## config.mk

```make
export PLATFORM = sky130hd
export DESIGN_NAME = ts_capture_latch
export DESIGN_NICKNAME = d
export VERILOG_FILES = /design/src/rtl/ts_cap_pkg.sv /design/src/rtl/ts_rx_filter.sv /design/src/rtl/ts_word_latch.sv /design/src/rtl/ts_capture_latch.sv
export SDC_FILE = /design/constraint.sdc
export NUM_CORES = 1
export LEC_CHECK = 0
export ABC_AREA = 1
export CAP_MARGIN = 25
export CORE_ASPECT_RATIO = 0.5
export CORE_MARGIN = 2
export CORE_UTILIZATION = 40
export CTS_CLUSTER_SIZE = 20
export DETAILED_ROUTE_END_ITERATION = 7
export PLACE_DENSITY = 0.86
export SETUP_SLACK_MARGIN = 0.05
export SLEW_MARGIN = 20
export SYNTH_ARGS = -nofsm -noshare
export SYNTH_HDL_FRONTEND = slang
export SYNTH_SLANG_ARGS = --single-unit
```

## constraint.sdc

```tcl
create_clock -name clk -period 2.5 [get_ports clk]
set_clock_uncertainty 0.05 [all_clocks]
set_input_delay 0.5 -clock clk [delete_from_list [all_inputs] [get_ports clk]]
set_output_delay 0.5 -clock clk [all_outputs]
set_load 0.01 [all_outputs]
```

## src/rtl/ts_cap_pkg.sv

```systemverilog
package ts_cap_pkg;

  typedef enum logic [1:0] {
    RXM_OFF    = 2'd0,
    RXM_V1_L4  = 2'd1,
    RXM_V2_EVT = 2'd2,
    RXM_RSVD   = 2'd3
  } rx_mode_e;

  localparam int unsigned DIR_TX = 0;
  localparam int unsigned DIR_RX = 1;
  localparam int unsigned N_DIR  = 2;

  // version-2 event message types occupy codes below this limit
  localparam int unsigned V2_EVT_TYPES = 4;

endpackage

```

## src/rtl/ts_rx_filter.sv

```systemverilog
module ts_rx_filter
  import ts_cap_pkg::*;
#(
  parameter int unsigned PORT_W   = 16,
  parameter int unsigned MT_W     = 4,
  parameter int unsigned VER_W    = 4,
  parameter logic [15:0] ETYPE_TS = 16'h88F7
) (
  input  logic [1:0]        mode,
  input  logic              is_udp,
  input  logic [PORT_W-1:0] dport,
  input  logic [15:0]       etype,
  input  logic [VER_W-1:0]  ver,
  input  logic [MT_W-1:0]   mtype,
  input  logic [PORT_W-1:0] cfg_port,
  input  logic [MT_W-1:0]   cfg_msg,
  input  logic              etf_en,
  input  logic              etf_stamp,
  output logic              hit
);

  localparam logic [VER_W-1:0] VER_ONE = VER_W'(1);
  localparam logic [VER_W-1:0] VER_TWO = VER_W'(2);
  localparam logic [MT_W-1:0]  EVT_LIM = MT_W'(V2_EVT_TYPES);

  logic udp_ok;
  logic l2_ok;
  logic v2_event;

  assign udp_ok   = is_udp && (dport == cfg_port);
  assign l2_ok    = etf_en && etf_stamp && (etype == ETYPE_TS);
  assign v2_event = (mtype < EVT_LIM);

  always_comb begin
    case (rx_mode_e'(mode))
      RXM_V1_L4:  hit = udp_ok && (ver == VER_ONE) && (mtype == cfg_msg);
      RXM_V2_EVT: hit = (udp_ok || l2_ok) && (ver == VER_TWO) && v2_event;
      default:    hit = 1'b0;
    endcase
  end

endmodule

```

## src/rtl/ts_word_latch.sv

```systemverilog
module ts_word_latch #(
  parameter int unsigned TIME_W = 64,
  localparam int unsigned WORD_W = TIME_W / 2
) (
  input  logic              clk,
  input  logic              rst_n,
  input  logic              take,
  input  logic              release_hi,
  input  logic [TIME_W-1:0] stamp,
  output logic [WORD_W-1:0] lo,
  output logic [WORD_W-1:0] hi,
  output logic              held
);

  always_ff @(posedge clk or negedge rst_n) begin
    if (!rst_n) begin
      held <= 1'b0;
      lo   <= '0;
      hi   <= '0;
    end else if (!held) begin
      if (take) begin
        lo   <= stamp[WORD_W-1:0];
        hi   <= stamp[TIME_W-1:WORD_W];
        held <= 1'b1;
      end
    end else if (release_hi) begin
      held <= 1'b0;
    end
  end

endmodule

```

## src/rtl/ts_capture_latch.sv

```systemverilog
module ts_capture_latch
  import ts_cap_pkg::*;
#(
  parameter int unsigned TIME_W   = 64,
  parameter logic [15:0] ETYPE_TS = 16'h88F7,
  localparam int unsigned WORD_W  = TIME_W / 2
) (
  input  logic              clk,
  input  logic              rst_n,
  input  logic [TIME_W-1:0] sys_time,
  input  logic              tx_evt,
  input  logic              rx_evt,
  input  logic              rx_is_udp,
  input  logic [15:0]       rx_udp_dport,
  input  logic [15:0]       rx_etype,
  input  logic [3:0]        rx_ver,
  input  logic [3:0]        rx_msg_type,
  input  logic              cfg_tx_en,
  input  logic              cfg_rx_en,
  input  logic [1:0]        cfg_rx_mode,
  input  logic [15:0]       cfg_evt_port,
  input  logic [3:0]        cfg_v1_msg,
  input  logic              cfg_etf_en,
  input  logic              cfg_etf_stamp,
  input  logic              tx_rd_stb,
  input  logic              tx_rd_word,
  input  logic              rx_rd_stb,
  input  logic              rx_rd_word,
  output logic [WORD_W-1:0] tx_ts_lo,
  output logic [WORD_W-1:0] tx_ts_hi,
  output logic              tx_valid,
  output logic [WORD_W-1:0] rx_ts_lo,
  output logic [WORD_W-1:0] rx_ts_hi,
  output logic              rx_valid
);

  logic              rx_hit;
  logic [N_DIR-1:0]  take_v;
  logic [N_DIR-1:0]  rel_v;
  logic [N_DIR-1:0]  held_v;
  logic [WORD_W-1:0] lo_a [N_DIR];
  logic [WORD_W-1:0] hi_a [N_DIR];

  ts_rx_filter #(
    .PORT_W  (16),
    .MT_W    (4),
    .VER_W   (4),
    .ETYPE_TS(ETYPE_TS)
  ) rx_filt_i (
    .mode     (cfg_rx_mode),
    .is_udp   (rx_is_udp),
    .dport    (rx_udp_dport),
    .etype    (rx_etype),
    .ver      (rx_ver),
    .mtype    (rx_msg_type),
    .cfg_port (cfg_evt_port),
    .cfg_msg  (cfg_v1_msg),
    .etf_en   (cfg_etf_en),
    .etf_stamp(cfg_etf_stamp),
    .hit      (rx_hit)
  );

  assign take_v[DIR_TX] = tx_evt && cfg_tx_en;
  assign take_v[DIR_RX] = rx_evt && cfg_rx_en && rx_hit;
  assign rel_v[DIR_TX]  = tx_rd_stb && tx_rd_word;
  assign rel_v[DIR_RX]  = rx_rd_stb && rx_rd_word;

  for (genvar d = 0; d < N_DIR; d++) begin : g_dir
    ts_word_latch #(.TIME_W(TIME_W)) latch_i (
      .clk       (clk),
      .rst_n     (rst_n),
      .take      (take_v[d]),
      .release_hi(rel_v[d]),
      .stamp     (sys_time),
      .lo        (lo_a[d]),
      .hi        (hi_a[d]),
      .held      (held_v[d])
    );
  end

  assign tx_ts_lo = lo_a[DIR_TX];
  assign tx_ts_hi = hi_a[DIR_TX];
  assign tx_valid = held_v[DIR_TX];
  assign rx_ts_lo = lo_a[DIR_RX];
  assign rx_ts_hi = hi_a[DIR_RX];
  assign rx_valid = held_v[DIR_RX];

endmodule

```

==> flow_summary.json <==
{
  "yosys.cell_count.top_type": "nand2_1",
  "grt_max_degree": 66,
  "pwr_density_cell_nw_per_um2": 714,
  "routed_wl_mm": 16.5,
  "floorplan.initialDensity": 0.410,
  "cts_num_sinks": 130,
  "stdcell_area_um2": 8980,
  "wl_met3_um": 540,
  "cts_max_level": 4,
  "hold_depth": 2,
  "hold_viol_final": 0,
  "cts_tree": "yes",
  "die_y_um": 87.4,
  "place_congestion": 0.803,
  "syn-cell-area_um2": 5560,
  "drt_first_pass_iters": 4,
  "drt_first_iter_violations": 217,
  "core_area_um2": 13600,
  "synth_ff_type": "dfrtp_1",
  "drc": 0,
  "power_leakage_nw": 4.23,
  "synth_cells": 545,
  "fin_cells": 1020,
  "grt_pass1_vias": 4863,
  "antenna_cells": 0,
  "cp-start-kind": "primary input",
  "dpl_cell_area_um2": 8410,
  "syn2layout_area_growth_pct": 61.6,
  "fp.dieW_um": 171,
  "worstHoldStart": "g_dir[1].latch_i.lo[10]",
  "numCtsBuffers": 17,
  "synth_simple_gate_area_share": 0.209,
  "multi_input_area_um2": 1970,
  "fin_crit_ns": 2.10,
  "rr_worst_depth": 7,
  "grt_pass1_wl_mm": 25.6,
  "antenna_found_initial": 0,
  "placement.io_buffers": 268,
  "synth_top_area_frac": 0.585,
  "critPathRequiredTime_ns": 2.78,
  "drv_cap": 0,
  "wl_per_cell_um": 16.2,
  "placedCellCount": 988,
  "ys_ff_latch": 130,
  "synth.distinct_cells": 20,
  "maxSlewViolCount": 0,
  "arrival_ns": 2.38,
  "viasPerCell": 4.75,
  "yosys_warnings": 0,
  "die_area_um2": 14900,
  "synth_compound_area_frac": 0.00360,
  "ys_top_cells_by_area": "dfrtp_1 59%, mux2_2 13%, nand2_1 12%, nand3_1 6.1%, inv_1 2.1%",
  "muxShareOfSynthArea": 0.130,
  "dr_wl_met2_mm": 9.32,
  "syn_avg_cell_area_um2": 10.2,
  "clk_latency_ns": 0.40,
  "worst_slew_pin_slew_ns": 0.457,
  "antenna_left": 0,
  "rsz0062_at_grt": "no",
  "final_layout_size_suffix_gt1_frac": 0.130,
  "seq_area_um2": 3250,
  "synth.largest_area_cell": "dfrtp_1",
  "syn_nets": 686,
  "r2r_start": "g_dir[1].latch_i.held",
  "cts_root_buf": "clkbuf_16",
  "max_clock_freq_mhz": 477,
  "track_usage": 0.225,
  "ios": 269,
  "reg2reg_to": "g_dir[1].latch_i.hi[1]",
  "setup-tns-final_ns": 0,
  "top_layer_used": "met4",
  "min_to": "g_dir[1].latch_i.lo[10]",
  "crit_type": "in2reg",
  "synth_edf_count": 0,
  "synth_fa_ha_area_frac": 0.00450,
  "row_count": 30,
  "holdCritPathClass": "reg2reg",
  "clock_path_buffers": 2,
  "status": "complete, no violations",
  "worstSetupEndpointType": "flop",
  "finalCritPeriodShare": 0.839,
  "path_max_fanout": 26,
  "synth_top_family_by_area": "simple AND/OR/NAND/NOR gates",
  "wl_met1_mm": 6.33,
  "place.detailed.hpwl_mm": 12.2,
  "grt-ovfl-total": 0,
  "yosysSeqAreaShare": 0.585,
  "ir_worst_vdd_v": 0.000443,
  "vias": 4850,
  "relSlewSlack": 0.695,
  "r2r_slack_ns": 1.04,
  "fillers": 1008,
  "path_clk_slew_ns": 0.06,
  "synth.top_cells.by_count": "181 x nand2_1, 130 x dfrtp_1, 68 x nand3_1, 64 x mux2_2, 31 x inv_1",
  "setup_viol": 0,
  "nets": 957,
  "synthArstFlopShare": 1.00,
  "synth_xor_area_frac": 0.00473
}
state kept, by name, summed over array words and instances (netlist names):
register / flops
g_dir.latch_i.lo: 64
g_dir.latch_i.hi: 64
g_dir.latch_i.held: 2
layout make-up:
class | instances | share of cell area
clock buffer | 22 | 0.0528
clock inverter | 9 | 0.00920
inverter | 33 | 0.0138
multi-input combinational | 354 | 0.219
sequential | 130 | 0.362
tap | 192 | 0.0268
timing repair buffer | 280 | 0.316
cells in the final DEF (no fill, tap or decap), types with 2 or more instances in the layout:
master,Yosys,layout
clkdlybuf4s50_1,0,267
nand2_1,181,179
dfrtp_1,130,130
nand3_1,68,68
mux2_2,64,64
inv_1,31,31
nor2_1,22,22
clkbuf_16,0,17
buf_4,10,7
nor3_1,5,5
buf_12,0,5
clkinv_2,0,4
nand3b_1,3,3
clkbuf_8,0,3
o21ai_0,2,2
xor2_1,2,2
nand4_1,2,2
clkinv_1,2,2
nand2_2,0,2
ha_1,2,2
clkbuf_1,1,2
clkinv_4,0,2
clkinvlp_4,0,2
cells by family (layout without fill, tap and decap cells):
| kind of cell | count (synthesis) | after routing |
|---|---|---|
| and+or+nand+nor | 281 | 281 |
| DFF | 130 | 130 |
| muxes | 64 | 64 |
| buffers and inverters | 61 | 344 |
| AOI/OAI and AO/OA | 4 | 4 |
| xor gates and xnor gates | 3 | 3 |
| adders and majority gates | 2 | 2 |
what timing repair did:
action | CTS | global route
setup buffers | 0 | 0
endpoints found under the hold margin | 8 | 0
hold buffers | 1 | 0
gates resized for setup | 0 | 0
critical path, stage by stage:
cell	delay, ns
clkdlybuf4s50_1	0.43
inv_1	0.07
ha_1	0.14
nand2_1	0.05
nor2_1	0.09
nand2_1	0.11
nor3_1	0.18
nand2_1	0.11
nand2_2	0.14
buf_4	0.31
nand3_1	0.14
nand2_1	0.10
where the power goes:
group | switching, mW | internal [mW]
sequential | 0.153 | 2.42
clock | 0.873 | 1.44
combinational | 0.553 | 0.977
layer usage:
layer | up-vias | GRT usage
met5 | - | 0
met4 | 0 | 0.0909
met3 | 25 | 0.0441
met2 | 107 | 0.428
met1 | 2415 | 0.251
li1 | 2303 | -
metrics by stage:
step | hold slack (ns) | setup slack, ns | util | total power [mW]
2_1_floorplan | 0.154 | 0.776 | - | 3.11
3_3_place_gp | 0.403 | 0.0938 | 0.621 | 4.08
3_5_place_dp | 0.408 | 0.0388 | 0.621 | 4.13
4_1_cts | 0.422 | 0.436 | 0.663 | 6.47
5_1_grt | 0.431 | 0.177 | 0.663 | 6.67
6_report | 0.418 | 0.402 | 0.663 | 6.41
worst max path at each step:
stage                               from                 endpoint  slack [ns]  depth (start not counted)
final                     cfg_rx_mode[0]   g_dir[1].latch_i.hi[1]        0.40                         12
after global routing      cfg_rx_mode[1]  g_dir[1].latch_i.lo[24]        0.18                         11
after CTS                 cfg_rx_mode[0]   g_dir[1].latch_i.hi[1]        0.44                         12
after detailed placement  cfg_rx_mode[0]  g_dir[1].latch_i.lo[24]        0.04                         12
after global placement    cfg_rx_mode[0]   g_dir[1].latch_i.lo[3]        0.09                         13
after floorplan           cfg_rx_mode[0]   g_dir[1].latch_i.hi[0]        0.78                         10
Power figures use the tool's default switching activity.
